`src/rtl/dpll_mode_pkg.sv`:
```
package dpll_mode_pkg;

  typedef enum logic [2:0] {
    MODE_FREE     = 3'd0,
    MODE_PRELOCK  = 3'd1,
    MODE_LOCKED   = 3'd2,
    MODE_TEMPHOLD = 3'd3,
    MODE_LOSTPH   = 3'd4,
    MODE_HOLDOVER = 3'd5
  } modeT;

  // Strobes from the sequencer to the timer/flag datapath
  typedef struct packed {
    logic capRun;    // stay in Locked: advance capture counter, else clear
    logic dwellRun;  // stay in Temp-Holdover: advance dwell counter, else clear
    logic lockSet;   // entering or staying in Locked
    logic lockClr;   // leaving the lock-held modes
  } ctrlStrobeT;

endpackage

```
`src/rtl/dpll_mode_fsm.sv`:
```
module dpll_mode_fsm
  import dpll_mode_pkg::*;
(
  input  logic       clk,
  input  logic       rstN,
  input  logic       refQualified,
  input  logic       refSwitch,
  input  logic       lockDet,
  input  logic       fastLoss,
  input  logic       unlockOnFast,
  input  logic       extCtrl,
  input  logic [2:0] extMode,
  input  logic       dwellDone,
  output modeT       modeQ,
  output ctrlStrobeT strobes
);

  modeT modeNext;
  modeT reqMode;
  logic reqValid;
  logic extBreak;
  logic coastOk;

  // Decode the externally requested mode; Temp-Holdover and spare codes hold
  always_comb begin
    reqValid = 1'b1;
    reqMode  = MODE_FREE;
    case (extMode)
      3'd0:    reqMode = MODE_FREE;
      3'd1:    reqMode = MODE_PRELOCK;
      3'd2:    reqMode = MODE_LOCKED;
      3'd4:    reqMode = MODE_LOSTPH;
      3'd5:    reqMode = MODE_HOLDOVER;
      default: reqValid = 1'b0;
    endcase
  end

  assign extBreak = refSwitch | ~refQualified | fastLoss;
  assign coastOk  = refQualified & lockDet & ~fastLoss;

  always_comb begin
    modeNext = modeQ;
    if (modeQ == MODE_TEMPHOLD) begin
      if (dwellDone) begin
        modeNext = coastOk ? MODE_LOCKED : MODE_HOLDOVER;
      end
    end else if (extCtrl) begin
      if (modeQ == MODE_LOCKED && extBreak) begin
        modeNext = MODE_TEMPHOLD;
      end else if (reqValid) begin
        modeNext = reqMode;
      end
    end else begin
      case (modeQ)
        MODE_FREE: begin
          if (refQualified) modeNext = MODE_PRELOCK;
        end
        MODE_PRELOCK: begin
          if (!refQualified) modeNext = MODE_HOLDOVER;
          else if (lockDet)  modeNext = MODE_LOCKED;
        end
        MODE_LOCKED: begin
          if (fastLoss)           modeNext = unlockOnFast ? MODE_LOSTPH : MODE_TEMPHOLD;
          else if (!refQualified) modeNext = MODE_HOLDOVER;
        end
        MODE_LOSTPH: begin
          if (!refQualified) modeNext = MODE_HOLDOVER;
          else if (lockDet)  modeNext = MODE_LOCKED;
        end
        MODE_HOLDOVER: begin
          if (refQualified) modeNext = MODE_PRELOCK;
        end
        default: modeNext = MODE_FREE;
      endcase
    end
  end

  always_ff @(posedge clk or negedge rstN) begin
    if (!rstN) modeQ <= MODE_FREE;
    else       modeQ <= modeNext;
  end

  always_comb begin
    strobes.capRun   = (modeQ == MODE_LOCKED) && (modeNext == MODE_LOCKED);
    strobes.dwellRun = (modeQ == MODE_TEMPHOLD) && (modeNext == MODE_TEMPHOLD);
    strobes.lockSet  = (modeNext == MODE_LOCKED);
    strobes.lockClr  = (modeNext != MODE_LOCKED) && (modeNext != MODE_TEMPHOLD);
  end

endmodule

```
`src/rtl/dpll_mode_timers.sv`:
```
module dpll_mode_timers
  import dpll_mode_pkg::*;
#(
  parameter int unsigned CAP_PERIOD = 8,
  parameter int unsigned TH_DWELL   = 16
) (
  input  logic       clk,
  input  logic       rstN,
  input  modeT       modeQ,
  input  ctrlStrobeT strobes,
  output logic       dwellDone,
  output logic       capStrobe,
  output logic       lockStatus,
  output logic       loopClosed
);

  localparam int unsigned CW = $clog2(CAP_PERIOD) + 1;
  localparam int unsigned DW = $clog2(TH_DWELL) + 1;
  localparam logic [CW-1:0] CAP_LAST   = CW'(CAP_PERIOD - 1);
  localparam logic [DW-1:0] DWELL_LAST = DW'(TH_DWELL - 1);

  logic [CW-1:0] capCnt;
  logic [DW-1:0] dwellCnt;
  logic          lockQ;

  always_ff @(posedge clk or negedge rstN) begin
    if (!rstN)                 capCnt <= '0;
    else if (!strobes.capRun)  capCnt <= '0;
    else if (capCnt == CAP_LAST) capCnt <= '0;
    else                       capCnt <= capCnt + 1'b1;
  end

  always_ff @(posedge clk or negedge rstN) begin
    if (!rstN)                  dwellCnt <= '0;
    else if (!strobes.dwellRun) dwellCnt <= '0;
    else                        dwellCnt <= dwellCnt + 1'b1;
  end

  always_ff @(posedge clk or negedge rstN) begin
    if (!rstN)                lockQ <= 1'b0;
    else if (strobes.lockSet) lockQ <= 1'b1;
    else if (strobes.lockClr) lockQ <= 1'b0;
  end

  assign dwellDone  = (dwellCnt == DWELL_LAST);
  assign capStrobe  = (modeQ == MODE_LOCKED) && (capCnt == CAP_LAST);
  assign lockStatus = lockQ;
  assign loopClosed = (modeQ != MODE_FREE) && (modeQ != MODE_HOLDOVER);

endmodule

```
`src/rtl/dpll_mode_ctrl.sv`:
```
module dpll_mode_ctrl
  import dpll_mode_pkg::*;
#(
  parameter int unsigned CAP_PERIOD = 8,
  parameter int unsigned TH_DWELL   = 16
) (
  input  logic       clk,
  input  logic       rstN,
  input  logic       refQualified,
  input  logic       refSwitch,
  input  logic       lockDet,
  input  logic       fastLoss,
  input  logic       unlockOnFast,
  input  logic       extCtrl,
  input  logic [2:0] extMode,
  output logic [2:0] mode,
  output logic       loopClosed,
  output logic       lockStatus,
  output logic       capStrobe
);

  modeT       modeS;
  ctrlStrobeT strobeS;
  logic       dwellDoneS;

  dpll_mode_fsm u_fsm (
    .clk          (clk),
    .rstN         (rstN),
    .refQualified (refQualified),
    .refSwitch    (refSwitch),
    .lockDet      (lockDet),
    .fastLoss     (fastLoss),
    .unlockOnFast (unlockOnFast),
    .extCtrl      (extCtrl),
    .extMode      (extMode),
    .dwellDone    (dwellDoneS),
    .modeQ        (modeS),
    .strobes      (strobeS)
  );

  dpll_mode_timers #(
    .CAP_PERIOD (CAP_PERIOD),
    .TH_DWELL   (TH_DWELL)
  ) u_timers (
    .clk        (clk),
    .rstN       (rstN),
    .modeQ      (modeS),
    .strobes    (strobeS),
    .dwellDone  (dwellDoneS),
    .capStrobe  (capStrobe),
    .lockStatus (lockStatus),
    .loopClosed (loopClosed)
  );

  assign mode = modeS;

endmodule

```
`config.mk`:
```
export PLATFORM = sky130hd
export DESIGN_NAME = dpll_mode_ctrl
export DESIGN_NICKNAME = d
export VERILOG_FILES = /design/src/rtl/dpll_mode_pkg.sv /design/src/rtl/dpll_mode_fsm.sv /design/src/rtl/dpll_mode_timers.sv /design/src/rtl/dpll_mode_ctrl.sv
export SDC_FILE = /design/constraint.sdc
export NUM_CORES = 1
export LEC_CHECK = 0
export ABC_CLOCK_PERIOD_IN_PS = 2020
export BUFFER_PORTS_ARGS = -buffer_cell sky130_fd_sc_hd__buf_2
export CAP_MARGIN = 15
export CORE_MARGIN = 8
export CORE_UTILIZATION = 45
export DETAILED_ROUTE_END_ITERATION = 10
export GPL_TIMING_DRIVEN = 0
export PLACE_DENSITY = 0.67
export SYNTH_ARGS = -nofsm -noshare
export SYNTH_HDL_FRONTEND = slang
export SYNTH_SLANG_ARGS = --single-unit
```
`constraint.sdc`:
```
create_clock -name clk -period 2.02 [get_ports clk]
set_input_delay 0.404 -clock clk [delete_from_list [all_inputs] [get_ports clk]]
set_output_delay 0.404 -clock clk [all_outputs]
set_load 0.03 [all_outputs]
```
Word level (Yosys, flattened, before mapping)
Index checks and enable logic that the tools add are counted.
- reduce and logical (&&, ||, !) cells: 13
- magnitude comparators: 0
- shifts and indexed selects: 0
- $add $sub $neg: 2
- bitwise operators: 6
- $mul: 0
- mux-type cells: 20
- divide/modulo/power cells: 0
- eq/ne operators: 16
- operators by type and width (cell ; number):
    2-to-1 mux 3 bit ; 12
    equality test 3 x 2 -> 1 bit, second input constant ; 5
    equality test 3 bit, second input constant ; 4
    case mux 3 bit (4 select lines) ; 1
    case mux 3 bit (3 select lines) ; 1
    2-to-1 mux 4 bit ; 2
    equality test 3 x 1 -> 1 bit, second input constant ; 2
    logical AND 1 bit ; 6
    zero test 3 bit ; 2
    inequality test 3 x 2 -> 1 bit, second input constant ; 2
    adder 5 x 1 -> 5 bit, second input constant ; 1
    equality test 5 x 4 -> 1 bit, second input constant ; 1
    2-to-1 mux 5 bit ; 1
    OR reduction 5 bit ; 1
    adder 4 x 1 -> 4 bit, second input constant ; 1
    equality test 4 x 3 -> 1 bit, second input constant ; 1
    OR reduction 2 bit ; 2
    2-to-1 mux 1 bit ; 3
    inequality test 3 bit, second input constant ; 1
    nonzero test 3 bit ; 1
    AND 1 bit ; 2
    inverter 1 bit ; 2
    bitwise OR 1 bit ; 2
    nonzero test 2 bit ; 1
- input port bits: 11
- latch bits: 0
- output and inout port bits: 6
- logic and storage cells: 61
- register bits: 13
- bits in writable memories: 0
- memories: 0
- memory bits (read-only): 0

Logic depth before layout (Yosys ltp)
Gate-level depths: netlist (run 1).
- word-level depth: 11
- gate-level depth with buffers: 7
- depth with buffers taken out: 6

Hierarchy
A second synthesis (run 1) with hierarchy kept.
- cells, all modules: 88
- area, all modules: 838.3 sq um
- by module, submodules not included (module ; area an instance (sq um) ; cells an instance ; instances ; sequential area each (sq um)):
    dpll_mode_timers ; 459.2 ; 39 ; 1 ; 250.2
    dpll_mode_fsm ; 379.1 ; 49 ; 1 ; 75.1

Worst setup path after synthesis (run 1)
OpenSTA, ideal clock, no wires.
- path type: register to output
- start: reg u_fsm.modeQ[0]
- end: out capStrobe
- required time: 1616 ps
- path buffers: 2
- slack: -256 ps
- cell stages (with the launch flop): 5
- data arrival time: 1872 ps
- cell sequence: dfrtp_1 buf_6 or3b_1 buf_6 nor3_1
- longest elaborated chain between the ends: 2
- RTL lines (what ; RTL line ; RTL):
    from (decl) ; dpll_mode_fsm.sv:14 ; output modeT modeQ,
    from (signal assigned) ; dpll_mode_fsm.sv:80 ; else modeQ <= modeNext;
    equality test 3 x 2 -> 1 bit ; dpll_mode_timers.sv:46 ; assign capStrobe = (modeQ == MODE_LOCKED) && (capCnt == CAP_LAST);
    logical AND 1 bit ; dpll_mode_timers.sv:46 ;
    to (decl) ; dpll_mode_ctrl.sv:19 ; output logic capStrobe
No other way between the ends.

Worst setup path in the final report (run 1)
Same ends and word-level chain as after synthesis.

==> results of run 1 <==
## Yosys cell counts (2+ instances only)
| library cell | instances |
|---|---|
| dfrtp_1 | 13 |
| nor2_1 | 10 |
| nor3_1 | 7 |
| inv_1 | 6 |
| and3_1 | 5 |
| a21o_1 | 3 |
| a21oi_1 | 3 |
| ha_1 | 3 |
| nand2_1 | 3 |
| nand2b_1 | 3 |
| nor2b_1 | 3 |
| buf_6 | 2 |
| nand3_1 | 2 |
| nor3b_1 | 2 |
| o22a_1 | 2 |
| or2_2 | 2 |
| xnor2_1 | 2 |
| xor2_1 | 2 |
## per-stage QoR
stage          instances  worst slack (ps)  utilization, %  instance area [um2]  hold WS (ps)
4_1_cts              139             15.58           58.58                 1033         461.8
6_report             139             37.99           60.50                 1067         457.1
3_3_place_gp         132             149.0           55.25                974.7         296.9
3_5_place_dp         132             147.7           55.25                974.7         303.7
5_1_grt              139            -19.71           60.50                 1067         483.3
2_1_floorplan         91             1.093               -                863.3         108.4
## layout make-up
cell class | count | area share, %
multi-input cells | 69 | 48.53
repair buffers | 20 | 11.14
flip-flops and latches | 13 | 30.72
well taps | 25 | 2.931
plain buffers | 2 | 2.110
inverters | 6 | 2.110
clock buffers | 4 | 2.462
## what timing repair did
action	in CTS	in global routing
endpoints found under the hold margin	6	0
resized for setup	3	5
setup buffers	3	0
endpoints found under the setup margin	1	3
pin swaps	1	3
hold buffers	1	0
cloned	0	0
## logic make-up (layout without fill, tap and decap cells)
logic type / count (synthesis) / in the layout / share of synthesized area (%)
compound gates: 17 / 17 / 16.33
buf+inv: 9 / 32 / 5.830
simple gates: 45 / 45 / 31.49
fa+ha+maj: 3 / 3 / 4.374
xor+xnor: 4 / 4 / 4.082
flops: 13 / 13 / 37.90
## flip-flops by register name (all words and copies together), names as in the netlist
signal	flops
u_fsm.modeQ	3
u_timers.dwellCnt	5
u_timers.capCnt	4
u_timers.lockStatus	1
## routing by layer
metal / global-route usage [%] / vias up / part of all wire (%)
li1: - / 372 / -
met1: 14.91 / 348 / 44
met2: 17.08 / 17 / 49
met3: 3.426 / 4 / 6.0
met4: 4.082 / 0 / 0.78
met5: 0 / - / 0
## path summary, 6_finish.rpt
| kind | endpoint | cells after the start |
|---|---|---|
| max reg2reg | u_timers.lockStatus$_DFFE_PN0P_ | 8 |
| min reg2reg | u_timers.dwellCnt[0]$_DFF_PN0_ | 1 |
| min in group asynchronous | u_timers.lockStatus$_DFFE_PN0P_ | 2 |
| max | capStrobe | 5 |
| max in group asynchronous | u_fsm.modeQ[2]$_DFF_PN0_ | 2 |
| min | u_timers.dwellCnt[0]$_DFF_PN0_ | 1 |
## power by group
part	internal [mW]	switching [mW]	leakage (nW)
Clock	0.0765	0.0850	0.0150
Sequential	0.315	0.0460	0.172
Combinational	0.314	0.422	0.325
Total	0.706	0.553	0.512
==> results_dict.tcl, run 1 <==
set metrics [dict create \
    grtUsageTotal_pct 11.39 \
    worst_pin_slew_ps 418.9 \
    outcome "finished, final reports clean" \
    vias 741 \
    fin_nets 129 \
    min_from "u_timers.dwellCnt[0]$_DFF_PN0_" \
    h-tree-depth 1 \
    final_cell_mix "15 x buf_2, 11 x dfrtp_1, 10 x nor2_1" \
    synth_edf_count 0 \
    cpMaxStageDelayCell "dfrtp_1" \
    synthFlopType "dfrtp_1" \
    seq_area_frac_synth_pct 37.90 \
    arrival_ps 1580 \
    cpMostUsedCell "buf_6" \
    clk_pin_slew_ps 80 \
    grt-ovfl-total 0 \
    critical_path_class "reg2out" \
    layout_commonest_cell "buf_2" \
    crit_path_max_fanout 2 \
    first_iter_violations 9 \
    synthCells 91 \
    grt_max_degree 14 \
    maxSlewHeadroom_pct 71.86 \
    cts_buffers 3 \
    vdd_drop_max_uv 925.1 \
    antenna_found_initial 0 \
    cts_tree "yes" \
    io-pin-count 17 \
    die_w_um 59.68 \
    ant_nets 0 \
    cp_slowest_stage_delay_ps 390 \
    vias_per_cell 5.331 \
    clk_latency_ps 280 \
    hold_viol 0 \
    yosysUniqueCellTypes 36 \
    dr.pass1.iters 6 \
    syn_area_per_cell_um2 9.432 \
    grt_pass1_vias 715 \
    slew_violations 0 \
    synth_area_leaders "dfrtp_1 38%, ha_1 4.4%, nor2_1 4.4%" \
    wl_mm 1.926 \
    cts_sinks 13 \
    core_area_um2 1764 \
    area_growth_syn_to_layout_pct 24.34 \
    synth-seq-cells 13 \
    syn_area_um2 858.3 \
    maxCapViolCount 0 \
    layout_min_cycle_time_ps 1982 \
    timing.fmax_ghz 0.5045 \
    setup_violations 0 \
    synth_top_cell_by_area "dfrtp_1" \
    cpLargestDelayFamily "simple AND/OR/NAND/NOR gates" \
    fin_tns_setup_ps 0 \
    fill_cells 175 \
    p_per_area_nw_per_um2 1180 \
    synthArstFlopShare_pct 100.0 \
    regArea_um2 327.8 \
    crit_chain "buf_6 > or3b_1 > buf_6 > nor3_4 > buf_6" \
    die_area_um2 3561 \
    start_util_pct 48.65 \
    root_buffer "clkbuf_4" \
    worstSetupStartpointType "flop" \
    diodes 0 \
    synth_fp_nets 105 \
    clockBufferDepth 2 \
    yosys_warnings 0 \
    place_hpwl_mm 1.398 \
    synth_top_area_share_pct 37.90 \
    rsz0062_at_grt "yes" \
    fp-row-count 15 \
    port_buffers 16 \
    crit_start "u_fsm.modeQ[0]$_DFF_PN0_" \
    skew_ps 7.437 \
    place.gp.congestion 0.8017 \
    cp.buffers_inverters 3 \
    crit_required_ps 1620 \
    regToRegSetupSlack_ps 70 \
    worst_setup_path_end_kind "output pin" \
    grt_pass1_wl_mm 3.077 \
    finalCritPeriodShare_pct 98.12 \
    worstReg2RegStart "u_fsm.modeQ[0]$_DFF_PN0_" \
    multiInputGateArea_um2 518.0 \
    die_y_um 59.68 \
    total_leakage_power_nw 0.5124 \
    hp-class "reg2reg" \
    drive_gt1_share_pct 33.33 \
    drc 0 \
    wire_per_inst_um 13.86 \
    totalPowerFinal_mw 1.259 \
]
Note: power is estimated with default switching activity, not from simulation.
==> inputs of run 2 (changes only) <==
--- a/config.mk
+++ b/config.mk
@@ -12,7 +12,7 @@
 export CORE_UTILIZATION = 45
 export DETAILED_ROUTE_END_ITERATION = 10
 export GPL_TIMING_DRIVEN = 0
-export PLACE_DENSITY = 0.67
+export PLACE_DENSITY = 0.69
 export SYNTH_ARGS = -nofsm -noshare
 export SYNTH_HDL_FRONTEND = slang
 export SYNTH_SLANG_ARGS = --single-unit
==> run 2 against run 1 <==
Net effect:
- clock skew fell by 4.0 ps
- cell area is 3.5% lower
- clock power fell by 6%
- routed wire length shrank 8.8%
- combinational power fell by 7.3%
- first-iteration DRC count down 22%
- cell count did not move
- non-clock buffer count did not move
- via count decreased by 2.8%
- sequential power up 5%
- maximum frequency rose by 4.0%
- critical path type unchanged
==> results_dict.tcl, run 2 (synthesis results as in run 1) <==
set metrics [dict create \
    outcome "finished, final reports clean" \
    largest_register_ffs 5 \
    layout_min_cycle_time_ps 1906 \
    critical_path_class "reg2out" \
    slew_violations 0 \
    skew_ps 3.393 \
    ant_nets 0 \
    grt_pass1_vias 751 \
    grt_pass1_wl_mm 3.208 \
    die_y_um 59.68 \
    fin_nets 129 \
    gr-usage-met3_pct 5.139 \
    worst_pin_slew_ps 370.0 \
    io-pin-count 17 \
    cts_sinks 13 \
    place_area_um2 974.7 \
    grtUsageTotal_pct 11.82 \
    layout_commonest_cell "buf_2" \
    clockBufferDepth 2 \
    largest_register "u_timers.dwellCnt" \
    regArea_um2 327.8 \
    vias_per_cell 5.180 \
    fp-row-count 15 \
    area_growth_syn_to_layout_pct 19.97 \
    hp-class "reg2reg" \
    rr_worst_depth 6 \
    wire_per_inst_um 12.63 \
    place.gp.congestion 0.8077 \
    worstHoldPathCells 1 \
    antenna_found_initial 0 \
    core_area_um2 1764 \
    root_buffer "clkbuf_4" \
    drc 0 \
    wl_mm 1.756 \
    start_util_pct 48.65 \
    holdPathEnd "u_timers.dwellCnt[0]$_DFF_PN0_" \
    crit_required_ps 1620 \
    maxSlewHeadroom_pct 75.15 \
    regToRegSetupSlack_ps 140 \
    r2r-end "u_timers.lockStatus$_DFFE_PN0P_" \
    seqPwrFrac_pct 31.3 \
    crit_path_max_fanout 8 \
    met2_usage_pct 18.92 \
    p_per_area_nw_per_um2 1179 \
    fin_area_um2 1030 \
    grt_use_met1_pct 13.89 \
    vias 720 \
    finalCritPeriodShare_pct 94.35 \
    vdd_drop_max_uv 734.4 \
    clk_latency_ps 270 \
    dp_slack_ps 158.0 \
    multiInputGateArea_um2 488.0 \
    h-tree-depth 1 \
    fill_cells 175 \
    grt_max_degree 14 \
    dr.pass1.iters 4 \
    fin_tns_setup_ps 0 \
    die_w_um 59.68 \
    maxCapViolCount 0 \
    worst_slack_ps 114.2 \
    final_cell_mix "15 x buf_2, 11 x dfrtp_1, 10 x nor2_1" \
    cts_tree "yes" \
    worstReg2RegStart "u_fsm.modeQ[2]$_DFF_PN0_" \
    timing.fmax_ghz 0.5247 \
    diodes 0 \
    total_leakage_power_nw 0.5087 \
    clock_power_share_pct 12.5 \
    worstSetupStartpointType "flop" \
    drive_gt1_share_pct 31.58 \
    worst_setup_path_end_kind "output pin" \
    clk_pin_slew_ps 70 \
    setup_violations 0 \
    arrival_ps 1500 \
    cts_buffers 3 \
    top_regs "u_timers.dwellCnt x5, u_timers.capCnt x4, u_fsm.modeQ x3" \
    first_iter_violations 7 \
    place_hpwl_mm 1.304 \
    hold_viol 0 \
    grt-ovfl-total 0 \
    p_switching_uw 522.9 \
    switching_share_pct 43.06 \
    die_area_um2 3561 \
    grt_busiest_layer "met2" \
    combPwrFrac_pct 56.2 \
    p_int_uw 691.3 \
    min_from "u_timers.dwellCnt[0]$_DFF_PN0_" \
    rsz0062_at_grt "no" \
    totalPowerFinal_mw 1.214 \
    port_buffers 16 \
]
[run 2: cell counts in the layout (fill, tap and decap cells not counted)]
Identical to the previous run, type by type.
[run 2: power groups by stage]
stage	Sequential [mW]	Combinational (mW)	Clock, mW
5_1_grt	0.394	0.763	0.175
6_report	0.380	0.682	0.152
3_5_place_dp	0.364	0.668	0
2_1_floorplan	0.430	0.445	0
3_3_place_gp	0.363	0.662	0
4_1_cts	0.384	0.669	0.164
[run 2: layer usage]
metal	vias to the layer above	part of all wire (%)
met2	10	49
met4	0	0
met1	335	46
li1	375	-
met3	0	4.7
met5	-	0
[run 2: layout make-up]
class	instances	area share [%]
plain buffers	1	1.094
clock buffers	4	2.552
inverters	6	2.187
multi-input cells	69	47.39
flip-flops and latches	13	31.83
well taps	25	3.038
repair buffers	21	11.91
[run 2: worst max-delay path, stage by stage (launching register included)]
cell and delay (ps):
dfrtp_2 460, or3b_1 440, nor3_2 160, buf_4 170
[run 2: what timing repair did]
action	4_1_cts	5_1_grt
hold buffers	1	0
endpoints found under the hold margin	3	0
pin swaps	0	1
setup buffers	2	2
setup endpoints to repair	1	6
resized for setup	2	1
[run 2: per-stage QoR]
step	hold slack (ps)	cells	utilization (%)
2_1_floorplan	108.4	91	-
3_3_place_gp	294.5	132	55.25
3_5_place_dp	301.5	132	55.25
4_1_cts	465.9	138	58.09
5_1_grt	487.6	139	58.37
6_report	463.6	139	58.37
[run 2: worst max-delay path by stage]
stage | from | to | slack, ps | cells past startpoint
2_1_floorplan | u_fsm.modeQ[0]$_DFF_PN0_ | capStrobe | 1 | 4
3_3_place_gp | u_fsm.modeQ[2]$_DFF_PN0_ | u_timers.lockStatus$_DFFE_PN0P_ | 180 | 7
3_5_place_dp | u_fsm.modeQ[2]$_DFF_PN0_ | u_timers.lockStatus$_DFFE_PN0P_ | 160 | 7
4_1_cts | u_fsm.modeQ[0]$_DFF_PN0_ | capStrobe | 2 | 5
5_1_grt | u_fsm.modeQ[0]$_DFF_PN0_ | capStrobe | 10 | 4
6_report | u_fsm.modeQ[2]$_DFF_PN0_ | capStrobe | 110 | 3
==> inputs of run 3 (changes only) <==
--- a/config.mk
+++ b/config.mk
@@ -5,7 +5,7 @@
 export SDC_FILE = /design/constraint.sdc
 export NUM_CORES = 1
 export LEC_CHECK = 0
-export ABC_CLOCK_PERIOD_IN_PS = 2020
+export ABC_CLOCK_PERIOD_IN_PS = 2100
 export BUFFER_PORTS_ARGS = -buffer_cell sky130_fd_sc_hd__buf_2
 export CAP_MARGIN = 15
 export CORE_MARGIN = 8
@@ -15,4 +15,5 @@
 export PLACE_DENSITY = 0.69
 export SYNTH_ARGS = -nofsm -noshare
 export SYNTH_HDL_FRONTEND = slang
+export SYNTH_HIERARCHICAL = 1
 export SYNTH_SLANG_ARGS = --single-unit
==> constraint.sdc (replaced) <==
create_clock -name clk -period 2.1 [get_ports clk]
set_input_delay 0.42 -clock clk [delete_from_list [all_inputs] [get_ports clk]]
set_output_delay 0.42 -clock clk [all_outputs]
set_load 0.03 [all_outputs]
==> run 3 against run 2 <==
Net effect:
- largest power group unchanged
- combinational power grew 20%
- highest routed layer is now met4
- the flow now finishes with violations (negative setup slack)
- core utilization grew 3.4 points
- critical endpoint is now u_timers/capCnt[3]$_DFF_PN0_
- clock-buffer cell count is the same
- synthesized cell count shrank 3.3%
- cell area grew 4.7%
==> results_dict.tcl, run 3 <==
set metrics [dict create \
    root_buffer "clkbuf_4" \
    worst_setup_path_end_kind "flop" \
    finalCritPeriodShare_pct 100.7 \
    fin_tns_setup_ps -20.10 \
    crit_path_max_fanout 5 \
    synth_top_cell_by_area "dfrtp_1" \
    cp_slowest_stage_delay_ps 400 \
    layout_commonest_cell "buf_2" \
    crit_required_ps 2290 \
    worstReg2RegStart "u_fsm/modeQ[0]$_DFF_PN0_" \
    dr.pass1.iters 4 \
    arrival_ps 2310 \
    largest_register "u_timers/dwellCnt" \
    io-pin-count 17 \
    clk_latency_ps 260 \
    placed_cells 127 \
    total_leakage_power_nw 0.5326 \
    p_int_uw 747.7 \
    vias 714 \
    synth.most_common_cell "dfrtp_1" \
    fp-row-count 15 \
    port_buffers 14 \
    crit_chain "or3b_1 > buf_6 > o211ai_1 > a31oi_4 > nor3_4 > or3b_1 > mux2i_1" \
    wirelength_met1_um 748 \
    timing.fmax_ghz 0.4731 \
    rsz0062_at_grt "yes" \
    maxSlewHeadroom_pct 75.51 \
    vdd_drop_max_uv 616.3 \
    grtUsageTotal_pct 11.51 \
    skew_ps 0.8250 \
    maxCapViolCount 0 \
    synthArstFlopShare_pct 100.0 \
    wl_met2_um 857 \
    final_cell_mix "14 x buf_2, 10 x dfrtp_1, 9 x buf_4" \
    antenna_found_initial 0 \
    cpMostUsedCell "or3b_1" \
    seqPwrFrac_pct 25.7 \
    vias_per_cell 5.137 \
    p_per_area_nw_per_um2 1203 \
    cts_buffers 3 \
    syn_area_um2 838.3 \
    wl_met3_um 149 \
    first_iter_violations 5 \
    cts_sinks 13 \
    place.gp.congestion 0.8315 \
    place_hpwl_mm 1.284 \
    switching_share_pct 42.37 \
    worst_slack_ps -13.88 \
    cpMaxStageDelayCell "dfrtp_2" \
    layout_min_cycle_time_ps 2114 \
    cts_tree "yes" \
    fin_area_um2 1079 \
    place_area_um2 940.9 \
    synthFlopType "dfrtp_1" \
    wl_mm 1.765 \
    core_area_um2 1745 \
    h-tree-depth 1 \
    totalPowerFinal_mw 1.297 \
    combPwrFrac_pct 63.0 \
    clk_pin_slew_ps 70 \
    die_y_um 59.16 \
    start_util_pct 48.03 \
    worstSetupStartpointType "flop" \
    synth-seq-cells 13 \
    yosysUniqueCellTypes 37 \
    clockBufferDepth 2 \
    fin_nets 129 \
    seq_area_frac_synth_pct 38.81 \
    netlist_top_cells_count "13 x dfrtp_1, 8 x nor2_1, 5 x nand2_1, 5 x nor2b_1, 4 x a21oi_1" \
    ant_nets 0 \
    yosys_warnings 6 \
    die_area_um2 3500 \
    critical_path_class "reg2reg" \
    grt_pass1_vias 721 \
    top_layer "met4" \
    diodes 0 \
    slew_violations 0 \
    hold_viol 0 \
    grt_max_degree 14 \
    final_cells 139 \
    crit_start "u_fsm/modeQ[0]$_DFF_PN0_" \
    area_growth_syn_to_layout_pct 28.66 \
    violations "negative setup slack" \
    dp_slack_ps -341.7 \
    die_w_um 59.16 \
    synth_area_leaders "dfrtp_1 39%, ha_1 4.5%, nor2b_1 3.7%" \
    setup_violations 3 \
    grt_pass1_wl_mm 3.139 \
    synth_top_area_share_pct 38.81 \
    worst_pin_slew_ps 365.7 \
    outcome "finished with violations" \
    synth_edf_count 0 \
    holdWs_ps 24.71 \
    largest_register_ffs 5 \
    grt-ovfl-total 0 \
    wire_per_inst_um 12.70 \
    top_regs "u_timers/dwellCnt x5, u_timers/capCnt x4, u_fsm/modeQ x3" \
    synth_fp_nets 102 \
    p_switching_uw 549.7 \
    syn_area_per_cell_um2 9.526 \
    hp-class "in2async" \
    fin_util_pct 61.79 \
    synthCells 88 \
    drive_gt1_share_pct 37.72 \
    clock_power_share_pct 11.3 \
    drc 0 \
]
==> run 3: cell count changes after synthesis, sizes merged, moves of 2 or more <==
cell,delta
and2,+5
nor3,-5
inv,-4
nor2,-3
a31oi,+2
and3,-2
clkbuf,+2
mux2i,+2
nand2,+2
nor2b,+2
o21bai,+2
o22a,-2
or2,-2
==> run 3: logic make-up (layout without fill, tap and decap cells) <==
kind of cell             after synthesis  after routing  share of synthesized area [%]
AND/OR/NAND/NOR                       39             39                          26.57
AO/OA/AOI/OAI                         21             21                          20.45
buffers and inverters                  6             32                          3.134
multiplexers                           2              2                          2.388
XOR/XNOR                               4              4                          4.180
adder cells (fa/ha/maj)                3              3                          4.478
flip-flops                            13             13                          38.81
==> run 3: power groups by stage <==
stage               Sequential [mW]  Combinational, mW  Clock (mW)
floorplan                     0.436              0.384           0
global placement              0.378              0.574           0
detailed placement            0.378              0.582           0
CTS                           0.334              0.803       0.155
global route                  0.340              0.893       0.166
finish                        0.333              0.817       0.147
==> run 3: cell type report <==
type / count / area [um2]
fillers: 152 / 666.9
well taps: 25 / 31.28
clock buffers: 4 / 26.28
repair buffers: 23 / 137.6
inverters: 2 / 7.507
plain buffers: 3 / 20.02
multi-input cells: 69 / 526.8
flip-flops and latches: 13 / 329.1
==> run 3: final timing paths <==
kind / endpoint / slack (ps) / cells past startpoint
worst max-delay path: u_timers/capCnt[3]$_DFF_PN0_ / -10 / 7
worst min-delay path: u_timers/dwellCnt[3]$_DFF_PN0_ / 20 / 1
worst max register to register: u_timers/capCnt[3]$_DFF_PN0_ / -10 / 7
worst min register to register: u_timers/dwellCnt[0]$_DFF_PN0_ / 460 / 1
max in group asynchronous: u_fsm/modeQ[2]$_DFF_PN0_ / 1840 / 1
min in group clk: u_timers/dwellCnt[0]$_DFF_PN0_ / 460 / 1
==> run 3: worst max-delay path: cells and delay by family (launching register included) <==
kind | cells | cell delay, ps
compound gates | 2 | 490
simple gates | 3 | 880
buf+inv | 1 | 140
mux | 1 | 130
flops | 1 | 400
==> run 3: timing repair <==
item	in CTS	in global routing
gates resized for setup	9	2
setup endpoints to repair	4	5
hold endpoints to repair	0	0
setup buffers	9	0
gates cloned	0	0
hold buffers	0	0
pin swaps	6	3
==> run 3: metal layers <==
layer / vias up / track usage, %
li1: 369 / -
met1: 328 / 12.16
met2: 15 / 20.09
met3: 2 / 5.206
met4: 0 / 3.072
met5: - / 0
